### src/rtl/refseq_pkg.sv
package refseq_pkg;

  typedef enum logic [2:0] {
    ST_PWR, ST_IDLE, ST_CASLO, ST_RASLO, ST_PRE, ST_SRHOLD, ST_SRPRE
  } seqState_t;

  // which duration the phase timer is loaded with
  typedef enum logic [2:0] {
    PH_CSR, PH_RAS, PH_RP, PH_SR, PH_RPS
  } phSel_t;

  typedef struct packed {
    logic   ldPh;     // load phase timer
    phSel_t phSel;    // value to load
    logic   cbrDone;  // one CBR refresh cycle has completed
    logic   srHold;   // in self-refresh: clear debt, hold interval timer
  } seqStrobe_t;

  function automatic int maxi(input int a, input int b);
    return (a > b) ? a : b;
  endfunction

  // ns to clock cycles, rounded up, never below one
  function automatic int nsCyc(input int ns, input int mhz);
    return maxi(1, (ns * mhz + 999) / 1000);
  endfunction

endpackage

### src/rtl/refseq_dp.sv
module refseq_dp
  import refseq_pkg::*;
#(
  parameter int T_PWR        = 20000,
  parameter int T_REFI       = 1562,
  parameter int T_CSR        = 1,
  parameter int T_RAS        = 4,
  parameter int T_CHR        = 1,
  parameter int T_RP         = 3,
  parameter int T_SR         = 10001,
  parameter int T_RPS        = 7,
  parameter int INIT_CYCLES  = 8,
  parameter int MAX_POSTPONE = 8
) (
  input  logic       clk,
  input  logic       rstN,
  input  seqStrobe_t stb,
  output logic       phDone,
  output logic       casHold,
  output logic       initDone,
  output logic       pendNz,
  output logic       pendFull
);

  localparam int PH_MAX = maxi(maxi(T_PWR, T_SR), maxi(maxi(T_RAS, T_RP), maxi(T_CSR, T_RPS)));
  localparam int PW     = $clog2(PH_MAX + 1);
  localparam int RW     = $clog2(T_REFI + 1);
  localparam int IW     = $clog2(INIT_CYCLES + 1);
  localparam int QW     = $clog2(MAX_POSTPONE + 1);

  logic [PW-1:0] phCnt, phLoad;
  logic [RW-1:0] refiCnt;
  logic [IW-1:0] initCnt;
  logic [QW-1:0] pendCnt;
  logic          tick, incPend, decPend;

  always_comb begin
    unique case (stb.phSel)
      PH_CSR:  phLoad = PW'(T_CSR - 1);
      PH_RAS:  phLoad = PW'(T_RAS - 1);
      PH_RP:   phLoad = PW'(T_RP - 1);
      PH_SR:   phLoad = PW'(T_SR - 1);
      default: phLoad = PW'(T_RPS - 1);
    endcase
  end

  // phase timer: counts the current strobe phase down to zero
  always_ff @(posedge clk or negedge rstN) begin
    if (!rstN)              phCnt <= PW'(T_PWR - 1);
    else if (stb.ldPh)      phCnt <= phLoad;
    else if (phCnt != '0)   phCnt <= phCnt - 1'b1;
  end

  assign phDone  = (phCnt == '0);
  assign casHold = (phCnt >= PW'(T_RAS - T_CHR));

  always_ff @(posedge clk or negedge rstN) begin
    if (!rstN)                          initCnt <= '0;
    else if (stb.cbrDone && !initDone)  initCnt <= initCnt + 1'b1;
  end

  assign initDone = (initCnt == IW'(INIT_CYCLES));

  // interval timer: free-running after init, held during self-refresh
  always_ff @(posedge clk or negedge rstN) begin
    if (!rstN)                                          refiCnt <= RW'(T_REFI - 1);
    else if (!initDone || stb.srHold || refiCnt == '0)  refiCnt <= RW'(T_REFI - 1);
    else                                                refiCnt <= refiCnt - 1'b1;
  end

  assign tick    = initDone && !stb.srHold && (refiCnt == '0);
  assign decPend = stb.cbrDone && initDone && pendNz;
  assign incPend = tick && (!pendFull || decPend);

  always_ff @(posedge clk or negedge rstN) begin
    if (!rstN)                      pendCnt <= '0;
    else if (stb.srHold)            pendCnt <= '0;
    else if (incPend && !decPend)   pendCnt <= pendCnt + 1'b1;
    else if (decPend && !incPend)   pendCnt <= pendCnt - 1'b1;
  end

  assign pendNz   = (pendCnt != '0);
  assign pendFull = (pendCnt == QW'(MAX_POSTPONE));

endmodule

### src/rtl/refseq_ctrl.sv
module refseq_ctrl
  import refseq_pkg::*;
(
  input  logic       clk,
  input  logic       rstN,
  input  logic       refGnt,
  input  logic       selfRefReq,
  input  logic       phDone,
  input  logic       casHold,
  input  logic       initDone,
  input  logic       pendNz,
  output seqStrobe_t stb,
  output logic       refReq,
  output logic       busy,
  output logic       srActive,
  output logic       rasN,
  output logic       casN
);

  seqState_t state, stateNxt;
  logic      srMode, srModeNxt;
  logic      srWant, want;

  assign srWant = selfRefReq && initDone;
  assign want   = !initDone || pendNz || srWant;

  always_ff @(posedge clk or negedge rstN) begin
    if (!rstN) begin
      state  <= ST_PWR;
      srMode <= 1'b0;
    end else begin
      state  <= stateNxt;
      srMode <= srModeNxt;
    end
  end

  always_comb begin
    stateNxt  = state;
    srModeNxt = srMode;
    stb       = '{ldPh: 1'b0, phSel: PH_CSR, cbrDone: 1'b0, srHold: 1'b0};
    unique case (state)
      ST_PWR:   if (phDone) stateNxt = ST_IDLE;
      ST_IDLE:  if (want && refGnt) begin
                  stb.ldPh  = 1'b1;
                  stb.phSel = PH_CSR;
                  srModeNxt = srWant;
                  stateNxt  = ST_CASLO;
                end
      ST_CASLO: if (phDone) begin
                  stb.ldPh  = 1'b1;
                  stb.phSel = srMode ? PH_SR : PH_RAS;
                  stateNxt  = srMode ? ST_SRHOLD : ST_RASLO;
                end
      ST_RASLO: if (phDone) begin
                  stb.ldPh    = 1'b1;
                  stb.phSel   = PH_RP;
                  stb.cbrDone = 1'b1;
                  stateNxt    = ST_PRE;
                end
      ST_PRE:   if (phDone) stateNxt = ST_IDLE;
      ST_SRHOLD: begin
                  stb.srHold = 1'b1;
                  if (phDone && !selfRefReq) begin
                    stb.ldPh  = 1'b1;
                    stb.phSel = PH_RPS;
                    stateNxt  = ST_SRPRE;
                  end
                end
      ST_SRPRE: begin
                  stb.srHold = 1'b1;
                  if (phDone) stateNxt = ST_IDLE;
                end
      default:  stateNxt = ST_IDLE;
    endcase
  end

  assign busy     = (state != ST_PWR) && (state != ST_IDLE);
  assign refReq   = busy || ((state == ST_IDLE) && want);
  assign srActive = (state == ST_SRHOLD);
  assign rasN     = !((state == ST_RASLO) || (state == ST_SRHOLD));
  assign casN     = !((state == ST_CASLO) || (state == ST_SRHOLD) ||
                      ((state == ST_RASLO) && casHold));

endmodule

### src/rtl/dram_refresh_seq.sv
module dram_refresh_seq
  import refseq_pkg::*;
#(
  parameter int CLK_MHZ      = 100,
  parameter int ROWS         = 512,
  parameter int WINDOW_US    = 8000,
  parameter int PWR_US       = 200,
  parameter int SR_US        = 100,
  parameter int INIT_CYCLES  = 8,
  parameter int MAX_POSTPONE = 8,
  parameter int NS_CSR       = 5,
  parameter int NS_CHR       = 10,
  parameter int NS_RAS       = 40,
  parameter int NS_RP        = 26,
  parameter int NS_RPC       = 10,
  parameter int NS_RPS       = 70
) (
  input  logic clk,
  input  logic rstN,
  input  logic refGnt,
  input  logic selfRefReq,
  output logic refReq,
  output logic refUrgent,
  output logic busy,
  output logic initDone,
  output logic srActive,
  output logic rasN,
  output logic ucasN,
  output logic lcasN
);

  localparam int T_PWR  = maxi(1, PWR_US * CLK_MHZ);
  localparam int T_REFI = maxi(2, (WINDOW_US * CLK_MHZ) / ROWS);
  localparam int T_CSR  = nsCyc(NS_CSR, CLK_MHZ);
  localparam int T_CHR  = nsCyc(NS_CHR, CLK_MHZ);
  localparam int T_RAS  = maxi(nsCyc(NS_RAS, CLK_MHZ), T_CHR + 1);
  localparam int T_RP   = maxi(nsCyc(NS_RP, CLK_MHZ), nsCyc(NS_RPC, CLK_MHZ));
  localparam int T_SR   = SR_US * CLK_MHZ + 1;
  localparam int T_RPS  = nsCyc(NS_RPS, CLK_MHZ);

  seqStrobe_t stb;
  logic phDone, casHold, pendNz, pendFull, casN;

  refseq_ctrl uCtrl (
    .clk(clk), .rstN(rstN), .refGnt(refGnt), .selfRefReq(selfRefReq),
    .phDone(phDone), .casHold(casHold), .initDone(initDone), .pendNz(pendNz),
    .stb(stb), .refReq(refReq), .busy(busy), .srActive(srActive),
    .rasN(rasN), .casN(casN)
  );

  refseq_dp #(
    .T_PWR(T_PWR), .T_REFI(T_REFI), .T_CSR(T_CSR), .T_RAS(T_RAS),
    .T_CHR(T_CHR), .T_RP(T_RP), .T_SR(T_SR), .T_RPS(T_RPS),
    .INIT_CYCLES(INIT_CYCLES), .MAX_POSTPONE(MAX_POSTPONE)
  ) uDp (
    .clk(clk), .rstN(rstN), .stb(stb), .phDone(phDone), .casHold(casHold),
    .initDone(initDone), .pendNz(pendNz), .pendFull(pendFull)
  );

  assign refUrgent = pendFull;
  assign ucasN     = casN;
  assign lcasN     = casN;

endmodule

### config.mk
export PLATFORM = sky130hd
export DESIGN_NAME = dram_refresh_seq
export DESIGN_NICKNAME = d
export VERILOG_FILES = /design/src/rtl/refseq_pkg.sv /design/src/rtl/refseq_dp.sv /design/src/rtl/refseq_ctrl.sv /design/src/rtl/dram_refresh_seq.sv
export SDC_FILE = /design/constraint.sdc
export NUM_CORES = 1
export LEC_CHECK = 0
export BUFFER_PORTS_ARGS = -buffer_cell sky130_fd_sc_hd__buf_4
export CAP_MARGIN = 20
export CORE_MARGIN = 2
export CORE_UTILIZATION = 45
export DETAILED_ROUTE_END_ITERATION = 8
export PLACE_DENSITY = 0.7
export SLEW_MARGIN = 20
export SYNTH_ARGS = -nofsm -noshare
export SYNTH_HDL_FRONTEND = slang
export SYNTH_SLANG_ARGS = --single-unit
### constraint.sdc
create_clock -name clk -period 2.9 [get_ports clk]
set_input_delay 0.29 -clock clk [delete_from_list [all_inputs] [get_ports clk]]
set_output_delay 0.29 -clock clk [all_outputs]
set_load 0.02 [all_outputs]
==> metrics.txt, run 1 <==
outcome=finished clean; post-synthesis async set-or-reset flop share=100%; Worst slew margin=a little over half; Setup Fix Bufs, Post-CTS=0; CTS tree=yes; reg2reg start=uDp.refiCnt[6]; clk_lat worst skew=290 ps; Final period util=92.7%; Reg2Reg Setup Slack=around 210 ps; share of layout cells above drive strength 1=between 20 and 25%; most area-hungry cell type in the Yosys netlist=dfrtp_1; drt pass-1 iters=5; DP HPWL=between 3 and 4 mm; worst setup path category=reg2reg; cts bufs inserted=5; cell count after synthesis=257; Synth Net Count=271; CP most frequent cell=nand2b_1; placed cell areas=2610 um^2; WP buf/inv=0; slowest CP cell=dfrtp_1; initial antenna violation count=0; Reg clk slew, reported paths=about 80 ps; DRC Markers=0; Net Sw Frac=37.1%; Mapped Area=about 2400 um^2; flops & latches, synth=38; WP data arrival=2900 ps; CP delay by family, top=simple AND/OR/NAND/NOR gates; final instance area=2780 um^2; Lkg Pwr=about 1.2 nW; drt wl/cell=approximately 14 um; most frequent cells after synthesis=28 x nand2_1, 27 x nor2_1, 24 x dfrtp_1, 14 x dfstp_2, 12 x nand3_1; Avg Vias per Cell=5.57; first-pass GRT wire length=8.74 mm; Finish-stage setup viols=0; Net Sw Power=0.847 mW; worst hold path type=in2reg; final hold violations=0; distinct cell type count after synthesis=between 60 and 70; DR iter-0 viols=93; Slew Viols, Final=0; Clock power frac=24.6%; Yosys top cell area share=around 25%; PwrDens=between 800 and 900 nW/um^2; Vias=1949; WHS Endpoint=uCtrl.srMode; GP Congestion=about 0.83; Initial Util=around 47%; Most used DFF post-synth=dfrtp_1; Seq/Total Area, Yosys=between 40% and 50%; Max Fclk=0.372 GHz; Cell Chain, Critical Path=nor4_2, and4b_2, nand4b_1, nand2b_1, ha_1, a21oi_1, nand2_1, a31oi_1, nand2b_1, a32oi_1; root buffer cell=clkbuf_8; Final TNS setup=0 ps; post-layout min period=2690 ps; synthesis-to-finish area growth=15.0%; Comb power frac=a little over a third; RSZ-0062 raised after global routing=false; die extent in y=77.3 um; reg2reg end=uDp.pendCnt[3]; Core ar.=5140 um^2; Avg Inst Size Synth=9.41 um^2; Layout Skew=approximately 9.9 ps; Critical Path Max Stage Delay=440 ps; Ports=12; Pint=1.44 mW; Worst Hold Depth=3; hold_sp=selfRefReq; Port Buf Inserts=11; FILL cells=502; Setup crit end kind=flip-flop; CP required=3120 ps; vias in the first global route=approximately 2000; hold_ws=249 ps; CTS sink count=38; GRT Residual Overflow=0; Peak supply drop=454 uV; maximum fanout along the worst path=6; sequential share of power=38.8%; GRT Overall Usage=18.0%; die area=5980 um^2; # rows=26; antenna cell count=0; post-route ant nets=0; Synthesis Warnings=0; width of the die=77.3 um; Slew @ Worst Pin=about 710 ps; largest net degree at the start of global routing=39; nets@finish=293; R2R cell count=10; H-tree depth=2; most frequent cell after synthesis=nand2_1; Clock Path Buffers=2; Post-synth EDFFs=0; top post-synthesis cells by area=dfrtp_1 25%, dfstp_2 15%, ha_1 4.7%; MaxCap Viol Count=0; Util after Layout=approximately 54%; startpoint class of the critical path=flip-flop; DRT Wirelength=between 5 and 6 mm
-- what timing repair did --
| action | 4_1_cts | 5_1_grt |
|---|---|---|
| resized for setup | 0 | 5 |
| setup endpoints to repair | 0 | 1 |
| hold buffers | 1 | 0 |
| hold endpoints to repair | 24 | 0 |
-- state kept, by name, summed over array words and instances, names as in the netlist --
signal        cells
uDp.phCnt        15
uCtrl.srMode      1
uDp.refiCnt      11
uDp.initCnt       4
uCtrl.state       3
uDp.pendCnt       4
-- tightest hold or removal path: stages --
cell     delay [ps]
buf_4           100
nand3_1          60
nand2_1          60
-- layout by cell type, fill, tap and decap left out, types with 3 or more instances in the layout --
cell type	instances
nand2_1	28
nor2_1	27
dfrtp_1	24
buf_4	20
dfstp_2	14
nand3_1	12
inv_1	11
xnor2_1	11
xor2_1	11
a21oi_1	10
nor3_1	9
ha_1	9
nand4_1	7
clkbuf_8	6
nor2b_1	5
nor4_1	5
nand2b_1	4
or3_1	4
o21ai_0	4
nor4_2	3
mux2i_1	3
-- final cells by class --
type                    count  area (um^2)  share of cell area [%]
inverters                  12         45.0                    1.62
repair buffers             21          160                    5.76
clock buffers               6         82.6                    2.97
clock inverters             2         60.1                    2.16
well taps                  70         87.6                    3.15
multi-input cells         201         1380                    49.5
flip-flops and latches     38          968                    34.8
-- how the worst max path moves through the flow --
stage | startpoint | slack, ps | cells after the start | endpoint
floorplan | uDp.pendCnt[1] | 180 | 9 | uDp.pendCnt[3]
global placement | uDp.refiCnt[6] | 260 | 10 | uDp.pendCnt[3]
detailed placement | uDp.refiCnt[6] | 150 | 10 | uDp.pendCnt[3]
CTS | uDp.refiCnt[6] | 140 | 10 | uDp.pendCnt[3]
global route | uDp.refiCnt[6] | 6 | 10 | uDp.pendCnt[3]
finish | uDp.refiCnt[6] | 210 | 10 | uDp.pendCnt[3]
-- kinds of logic after synthesis --
family	count (synthesis)	share of synthesized area [%]
fa+ha+maj	10	5.48
compound gates	32	8.95
buf+inv	18	3.93
mux	5	2.64
flops	38	40.0
xor+xnor	22	7.97
simple gates	132	31.0
-- power by group through the flow --
stage                     combinational, mW  sequential [mW]  clock (mW)
after CTS                             0.829            0.876       0.578
after detailed placement              0.825            0.881           0
after global routing                  0.923            0.907       0.591
after global placement                0.809            0.884           0
after floorplan                       0.646            0.827           0
final                                 0.836            0.888       0.563
-- per-stage QoR --
stage | instances | setup WS (ps) | power (mW)
2_1_floorplan | 257 | 178 | 1.47
3_3_place_gp | 341 | 260 | 1.69
3_5_place_dp | 341 | 150 | 1.71
4_1_cts | 350 | 142 | 2.28
5_1_grt | 350 | 5.55 | 2.42
6_report | 350 | 211 | 2.29
-- routing by layer --
metal / up-vias / share of wire, % / GRT usage, %
met5: - / 0 / 0
met4: 0 / 0.97 / 5.00
met3: 6 / 4.4 / 3.65
met2: 38 / 50 / 30.2
met1: 953 / 45 / 23.5
li1: 952 / - / -
Power figures use the tool's default switching activity.
==> inputs of run 2 (changes only) <==
--- a/config.mk
+++ b/config.mk
@@ -5,13 +5,16 @@
 export SDC_FILE = /design/constraint.sdc
 export NUM_CORES = 1
 export LEC_CHECK = 0
+export ABC_AREA = 0
 export BUFFER_PORTS_ARGS = -buffer_cell sky130_fd_sc_hd__buf_4
 export CAP_MARGIN = 20
 export CORE_MARGIN = 2
 export CORE_UTILIZATION = 45
 export DETAILED_ROUTE_END_ITERATION = 8
 export PLACE_DENSITY = 0.7
+export RECOVER_POWER = 25
 export SLEW_MARGIN = 20
 export SYNTH_ARGS = -nofsm -noshare
 export SYNTH_HDL_FRONTEND = slang
+export SYNTH_HIERARCHICAL = 1
 export SYNTH_SLANG_ARGS = --single-unit
==> run 2 against run 1 <==
  * Global-route usage is 0.26 points lower
  * Critical path type is now reg2out
  * The flow now finishes with violations (capacitance limit, slew limit)
  * Clock skew shrank 4.8 ps
  * Worst hold slack better by 90 ps
  * Largest cell class unchanged
  * Clock power shrank 33%
==> metrics.txt, run 2 <==
outcome=complete, but fails checks (was finished clean); failing checks=capacitance limit, slew limit; Synthesis Warnings=6 (was 0); Clock Path Buffers=2 (unchanged); Synth Net Count=268 (was 271); # rows=26 (unchanged); PwrDens=702 nW/um^2 (was 822 nW/um^2); Peak supply drop=455 uV (was 454 uV); Reg clk slew, reported paths=70 ps (was 80 ps); Worst Hold Depth=3 (unchanged); Mapped Area=2400 um^2 (was 2420 um^2); Ports=12 (unchanged); width of the die=77.0 um (was 77.3 um); Comb power frac=35.5% (was 36.6%); Inst Count DP=338 (was 341); final hold violations=0 (unchanged); sequential share of power=44.9% (was 38.8%); top post-synthesis cells by area=dfrtp_1 25%, dfstp_2 15%, ha_1 4.7% (unchanged); Core ar.=5140 um^2 (unchanged); drt pass-1 iters=5 (unchanged); largest registers=uDp/phCnt x15, uDp/refiCnt x11 (was uDp.phCnt x15, uDp.refiCnt x11); worst hold path type=in2reg (unchanged); Post-synth EDFFs=0 (unchanged); Slew @ Worst Pin=2020 ps (was 712 ps); GP Congestion=0.764 (was 0.833); Net Sw Power=0.699 mW (was 0.847 mW); Seq/Total Area, Yosys=40.4% (was 40.0%); Worst slew margin=-35.0% (was 52.1%); Avg Vias per Cell=5.45 (was 5.57); MaxCap Viol Count=1 (was 0); clk_lat worst skew=290 ps (about the same); CTS tree=yes (unchanged); startpoint class of the critical path=flip-flop (unchanged); Util after Layout=53.6% (was 54.1%); CP required=2610 ps (was 3120 ps); leading cell type in the layout, fill and taps excluded=nor2_1 (was nand2_1); Finish-stage setup viols=0 (unchanged); post-route ant nets=0 (unchanged); GRT Overall Usage=17.7% (was 18.0%); Sequential cell area=968 um^2 (unchanged); Initial Util=46.7% (was 47.1%); Max Fclk=0.369 GHz (was 0.372 GHz); most area-hungry cell type in the Yosys netlist=dfrtp_1 (unchanged); distinct cell type count after synthesis=58 (was 62); Reg2Reg Setup Slack=200 ps (was 210 ps); Final period util=93.4% (was 92.7%); most frequent cells after synthesis=26 x nor2_1, 24 x dfrtp_1, 17 x nand2_1, 16 x inv_1, 15 x a21oi_1 (was 28 x nand2_1, 27 x nor2_1, 24 x dfrtp_1, 14 x dfstp_2, 12 x nand3_1); largest net degree at the start of global routing=39 (unchanged); R2R cell count=12 (was 10); DP HPWL=3.45 mm (was 3.60 mm); Net Sw Frac=36.1% (was 37.1%); Lkg Pwr=1.16 nW (was 1.18 nW); drt wl/cell=13.7 um (was 14.4 um); post-synthesis async set-or-reset flop share=100% (unchanged); post-layout min period=2710 ps (was 2690 ps); most frequent cells in the layout=26 x nor2_1, 24 x dfrtp_1, 19 x buf_4, 17 x nand2_1 (was 28 x nand2_1, 27 x nor2_1, 24 x dfrtp_1, 20 x buf_4, 14 x dfstp_2); die extent in y=77.0 um (was 77.3 um); Biggest register=uDp/phCnt (was uDp.phCnt); placed cell areas=2640 um^2 (was 2610 um^2); RSZ-0062 raised after global routing=false (unchanged); Yosys top cell area share=25.0% (was 24.8%); H-tree depth=2 (unchanged); maximum fanout along the worst path=5 (was 6); hold_ws=339 ps (was 249 ps); DRC Markers=0 (unchanged); die area=5930 um^2 (was 5980 um^2); first-pass GRT wire length=8.63 mm (was 8.74 mm); Most used DFF post-synth=dfrtp_1 (unchanged); root buffer cell=clkbuf_8 (unchanged); Port Buf Inserts=11 (unchanged); initial antenna violation count=0 (unchanged); vias in the first global route=1844 (was 1982); cell count after synthesis=254 (was 257); antenna cell count=0 (unchanged); max reg flops=15 (unchanged); power consumption=1.93 mW (was 2.29 mW); Pint=1.24 mW (was 1.44 mW); Multi-input gate area=1390 um^2 (was 1380 um^2); most frequent cell after synthesis=nor2_1 (was nand2_1); synthesis-to-finish area growth=14.8% (was 15.0%); WP data arrival=2420 ps (was 2900 ps); GRT Residual Overflow=0 (unchanged); fin cells=347 (was 350); Avg Inst Size Synth=9.45 um^2 (was 9.41 um^2); flops & latches, synth=38 (unchanged); DR iter-0 viols=93 (unchanged); Setup Fix Bufs, Post-CTS=0 (unchanged); Slew Viols, Final=39 (was 0); Vias=1892 (was 1949); Clock power frac=19.5% (was 24.6%); worst setup path category=reg2out (was reg2reg); cts bufs inserted=5 (unchanged); CTS sink count=38 (unchanged); Setup crit end kind=primary output (was flip-flop); share of layout cells above drive strength 1=25.6% (was 22.1%); nets@finish=290 (was 293); DRT Wirelength=4.76 mm (was 5.03 mm); Layout Skew=5.05 ps (was 9.90 ps); FILL cells=480 (was 502); final instance area=2760 um^2 (was 2780 um^2)
==> run 2: worst paths after layout <==
path,end,startpoint
worst max register to register,uDp/pendCnt[2],uDp/phCnt[7]
min in group asynchronous,uDp/phCnt[13],rstN
worst min register to register,uDp/refiCnt[0],uDp/refiCnt[0]
max in group asynchronous,uDp/pendCnt[2],rstN
worst min-delay path,uCtrl/srMode,selfRefReq
worst max-delay path,lcasN,uDp/phCnt[7]
==> run 2: final cells by class <==
class,instances,share of cell area (%)
well taps,70,3.18
multi-input cells,193,50.4
inverters,17,2.32
repair buffers,21,5.68
clock buffers,8,3.27
flip-flops and latches,38,35.1
==> run 2: cell families after synthesis <==
kind of cell    synth area share (%)
mux                             4.22
fa+ha+maj                       5.53
buf+inv                         3.91
compound gates                  11.6
flops                           40.4
simple gates                    28.5
xor+xnor                        5.84
==> run 2: worst max-delay path: stages (launching register included) <==
cell      delay [ps]
dfrtp_1          440
or4_1            600
nor3b_1          380
nand3_1          130
nand2b_1         160
a21oi_1          230
buf_4            190
==> run 2: repair_timing <==
action	CTS	global route
resized for setup	0	2
hold endpoints to repair	24	0
hold buffers	1	0
endpoints found under the setup margin	0	2
==> run 2: power by group through the flow <==
| stage | Combinational (mW) | Clock [mW] | Sequential (mW) |
|---|---|---|---|
| global placement | 0.665 | 0 | 0.858 |
| CTS | 0.686 | 0.387 | 0.856 |
| detailed placement | 0.680 | 0 | 0.865 |
| floorplan | 0.529 | 0 | 0.827 |
| global route | 0.779 | 0.404 | 0.896 |
| finish | 0.687 | 0.378 | 0.869 |
==> run 2: per-stage QoR <==
stage | worst slack (ps) | setup TNS, ps
2_1_floorplan | -123 | -191
3_3_place_gp | 170 | 0
3_5_place_dp | 104 | 0
4_1_cts | 89.0 | 0
5_1_grt | 8.42 | 0
6_report | 193 | 0
==> run 2: per-layer routing <==
layer | vias to the layer above | global-route usage, % | wire length (um)
li1 | 952 | - | -
met1 | 906 | 23.8 | 2230
met2 | 29 | 29.7 | 2320
met3 | 5 | 3.29 | 169
met4 | 0 | 4.11 | 38
met5 | - | 0 | 0
==> inputs of run 3 (changes only) <==
--- a/config.mk
+++ b/config.mk
@@ -9,9 +9,9 @@
 export BUFFER_PORTS_ARGS = -buffer_cell sky130_fd_sc_hd__buf_4
 export CAP_MARGIN = 20
 export CORE_MARGIN = 2
-export CORE_UTILIZATION = 45
+export CORE_UTILIZATION = 54
 export DETAILED_ROUTE_END_ITERATION = 8
-export PLACE_DENSITY = 0.7
+export PLACE_DENSITY = 0.8
 export RECOVER_POWER = 25
 export SLEW_MARGIN = 20
 export SYNTH_ARGS = -nofsm -noshare
==> run 3 against run 2 <==
  * The run still ends with capacitance limit, slew limit left
  * Via count increased by 2.3%
  * Core utilization is 12 points higher
  * Maximum frequency fell by 1.9%
  * Global-route usage is 3.5 points higher
  * Combinational power is 15% higher
  * Final area is 2.9% higher
  * First-iteration DRC count rose by 3.2%
  * Clock skew is essentially flat
  * Worst setup slack got worse by 52 ps
  * Critical path type is now reg2reg
  * Critical endpoint is now uDp/pendCnt[3]
  * Largest cell class unchanged
  * Highest routed layer unchanged
==> metrics.txt, run 3 (same netlist as run 2, synthesis figures left out) <==
fin cells=336 (was 347); worst hold path type=in2reg (unchanged); width of the die=70.7 um (was 77.0 um); antenna cell count=0 (unchanged); drt wl/cell=14.6 um (was 13.7 um); largest registers=uDp/phCnt x15, uDp/refiCnt x11 (unchanged); RSZ-0062 raised after global routing=false (unchanged); max reg flops=15 (unchanged); synthesis-to-finish area growth=18.1% (was 14.8%); power consumption=2.11 mW (was 1.93 mW); Port Buf Inserts=11 (unchanged); Peak supply drop=319 uV (was 455 uV); drt pass-1 iters=4 (was 5); hold_ws=335 ps (was 339 ps); CTS tree=yes (unchanged); Biggest register=uDp/phCnt (unchanged); Max Fclk=0.362 GHz (was 0.369 GHz); Most Used Layer, Global Route=met2 (unchanged); placed cell areas=2620 um^2 (was 2640 um^2); outcome=complete, but fails checks (unchanged); M1 GR Usage=27.0% (was 23.8%); Final period util=95.2% (was 93.4%); M3 GR Usage=4.42% (was 3.29%); die area=4990 um^2 (was 5930 um^2); slowest CP cell=dfstp_2 (was or4_1); DRC Markers=0 (unchanged); Slew @ Worst Pin=2040 ps (was 2020 ps); GRT met2 Usage=37.0% (was 29.7%); Critical Path Max Stage Delay=590 ps (was 600 ps); Setup crit end kind=flip-flop (was primary output); reg2reg start=uDp/phCnt[1] (was uDp/phCnt[7]); WP data arrival=2970 ps (was 2420 ps); final hold violations=0 (unchanged); DRT Wirelength=4.91 mm (was 4.76 mm); Avg Vias per Cell=5.76 (was 5.45); # rows=24 (was 26); Layout Skew=4.60 ps (was 5.05 ps); largest net degree at the start of global routing=39 (unchanged); FILL cells=344 (was 480); Inst Count DP=320 (was 338); Cell Chain, Critical Path=inv_4, ha_4, nor2b_4, nand4_1, inv_2, and3_4, o31a_1, nor4_4, nand2b_1, ha_1, a21o_1, a21o_1, a211o_1, nand4b_1 (was or4_1, nor3b_1, nand3_1, nand2b_1, a21oi_1, buf_4); DR iter-0 viols=96 (was 93); GP Congestion=0.822 (was 0.764); CP required=3110 ps (was 2610 ps); vias in the first global route=1928 (was 1844); first-pass GRT wire length=8.61 mm (was 8.63 mm); failing checks=capacitance limit, slew limit (unchanged); Initial Util=55.5% (was 46.7%); cts bufs inserted=5 (unchanged); CTS sink count=38 (unchanged); nets@finish=297 (was 290); share of layout cells above drive strength 1=28.2% (was 25.6%); initial antenna violation count=0 (unchanged); CP startpoint=uDp/phCnt[1] (was uDp/phCnt[7]); most frequent cells in the layout=26 x buf_4, 26 x nor2_1, 24 x dfrtp_1, 17 x nand2_1 (was 26 x nor2_1, 24 x dfrtp_1, 19 x buf_4, 17 x nand2_1); die extent in y=70.7 um (was 77.0 um); hold_sp=selfRefReq (unchanged); MaxCap Viol Count=1 (unchanged); Util after Layout=65.6% (was 53.6%); GRT Overall Usage=21.2% (was 17.7%); CP delay by family, top=simple AND/OR/NAND/NOR gates (unchanged); maximum fanout along the worst path=4 (was 5); post-layout min period=2760 ps (was 2710 ps); Vias=1935 (was 1892); PwrDens=745 nW/um^2 (was 702 nW/um^2); Core ar.=4320 um^2 (was 5140 um^2); Lkg Pwr=1.21 nW (was 1.16 nW); startpoint class of the critical path=flip-flop (unchanged); CP most frequent cell=a21o_1; Slew Viols, Final=39 (unchanged); H-tree depth=2 (unchanged); Finish-stage setup viols=0 (unchanged); GRT Residual Overflow=0 (unchanged); post-route ant nets=0 (unchanged); final instance area=2840 um^2 (was 2760 um^2); Clock Path Buffers=2 (unchanged); Reg clk slew, reported paths=70 ps (about the same); WP buf/inv=2 (was 1); Ports=12 (unchanged); worst setup path category=reg2reg (was reg2out); root buffer cell=clkbuf_8 (unchanged); Worst slew margin=-36.2% (was -35.0%); DP HPWL=3.44 mm (was 3.45 mm); clk_lat worst skew=280 ps (was 290 ps)
==> run 3: cell types whose count changed in the layout (fill, tap and decap cells not counted) <==
cell	previous run	this run
buf_4	19	26
bufinv_16	0	1
clkbuf_8	6	5
ha_2	1	0
ha_4	0	1
inv_2	3	2
inv_4	0	1
nor2b_1	5	4
nor2b_4	0	1
nor3b_1	2	1
nor3b_2	1	2
nor4_2	2	1
nor4_4	2	3
==> run 3: worst paths after layout <==
| check | slack [ps] | end | cells past startpoint |
|---|---|---|---|
| setup / recovery | 140 | uDp/pendCnt[3] | 14 |
| hold / removal | 330 | uCtrl/srMode | 3 |
| setup reg to reg | 140 | uDp/pendCnt[3] | 14 |
| hold reg to reg | 450 | uDp/refiCnt[0] | 1 |
| max in group asynchronous | 600 | uDp/pendCnt[0] | 2 |
| min in group asynchronous | 1130 | uDp/phCnt[13] | 2 |
==> run 3: final cells by class <==
| type | count | area (um^2) | area share (%) |
|---|---|---|---|
| Multi-Input combinational cell | 193 | 1420 | 50.1 |
| Sequential cell | 38 | 968 | 34.2 |
| Timing Repair Buffer | 28 | 209 | 7.37 |
| Clock buffer | 7 | 76.3 | 2.69 |
| Inverter | 17 | 66.3 | 2.34 |
| Tap cell | 52 | 65.1 | 2.29 |
| Clock inverter | 1 | 30.0 | 1.06 |
==> run 3: per-layer routing <==
metal | wire, um | vias up
li1 | - | 962
met1 | 2260 | 955
met2 | 2510 | 14
met3 | 105 | 4
met4 | 40 | 0
met5 | 0 | -
==> run 3: timing repair <==
action	CTS	global route
setup endpoints to repair	0	3
gates resized for setup	0	7
hold endpoints to repair	24	0
hold buffers	1	0
setup buffers	0	7
==> run 3: worst reg2reg max path: cells and delay by family (launching register included) <==
kind                       cells  cell delay [ps]
AOI/OAI and AO/OA              4              730
adders and majority gates      2              450
buffers and inverters          2              110
DFF                            1              590
and+or+nand+nor                6              830
==> run 3: metrics by stage <==
stage,setup WS [ps],TNS (ps)
floorplan,-123,-191
global placement,167,0
detailed placement,95.9,0
CTS,66.1,0
global route,20.3,0
finish,140,0
==> run 3: power by group <==
part           internal (mW)  switching [mW]  total (mW)  leakage, nW
Combinational          0.400           0.389       0.788        0.693
Sequential             0.704           0.185       0.888        0.465
Clock                  0.257           0.178       0.435       0.0524
Total                   1.36           0.751        2.11         1.21
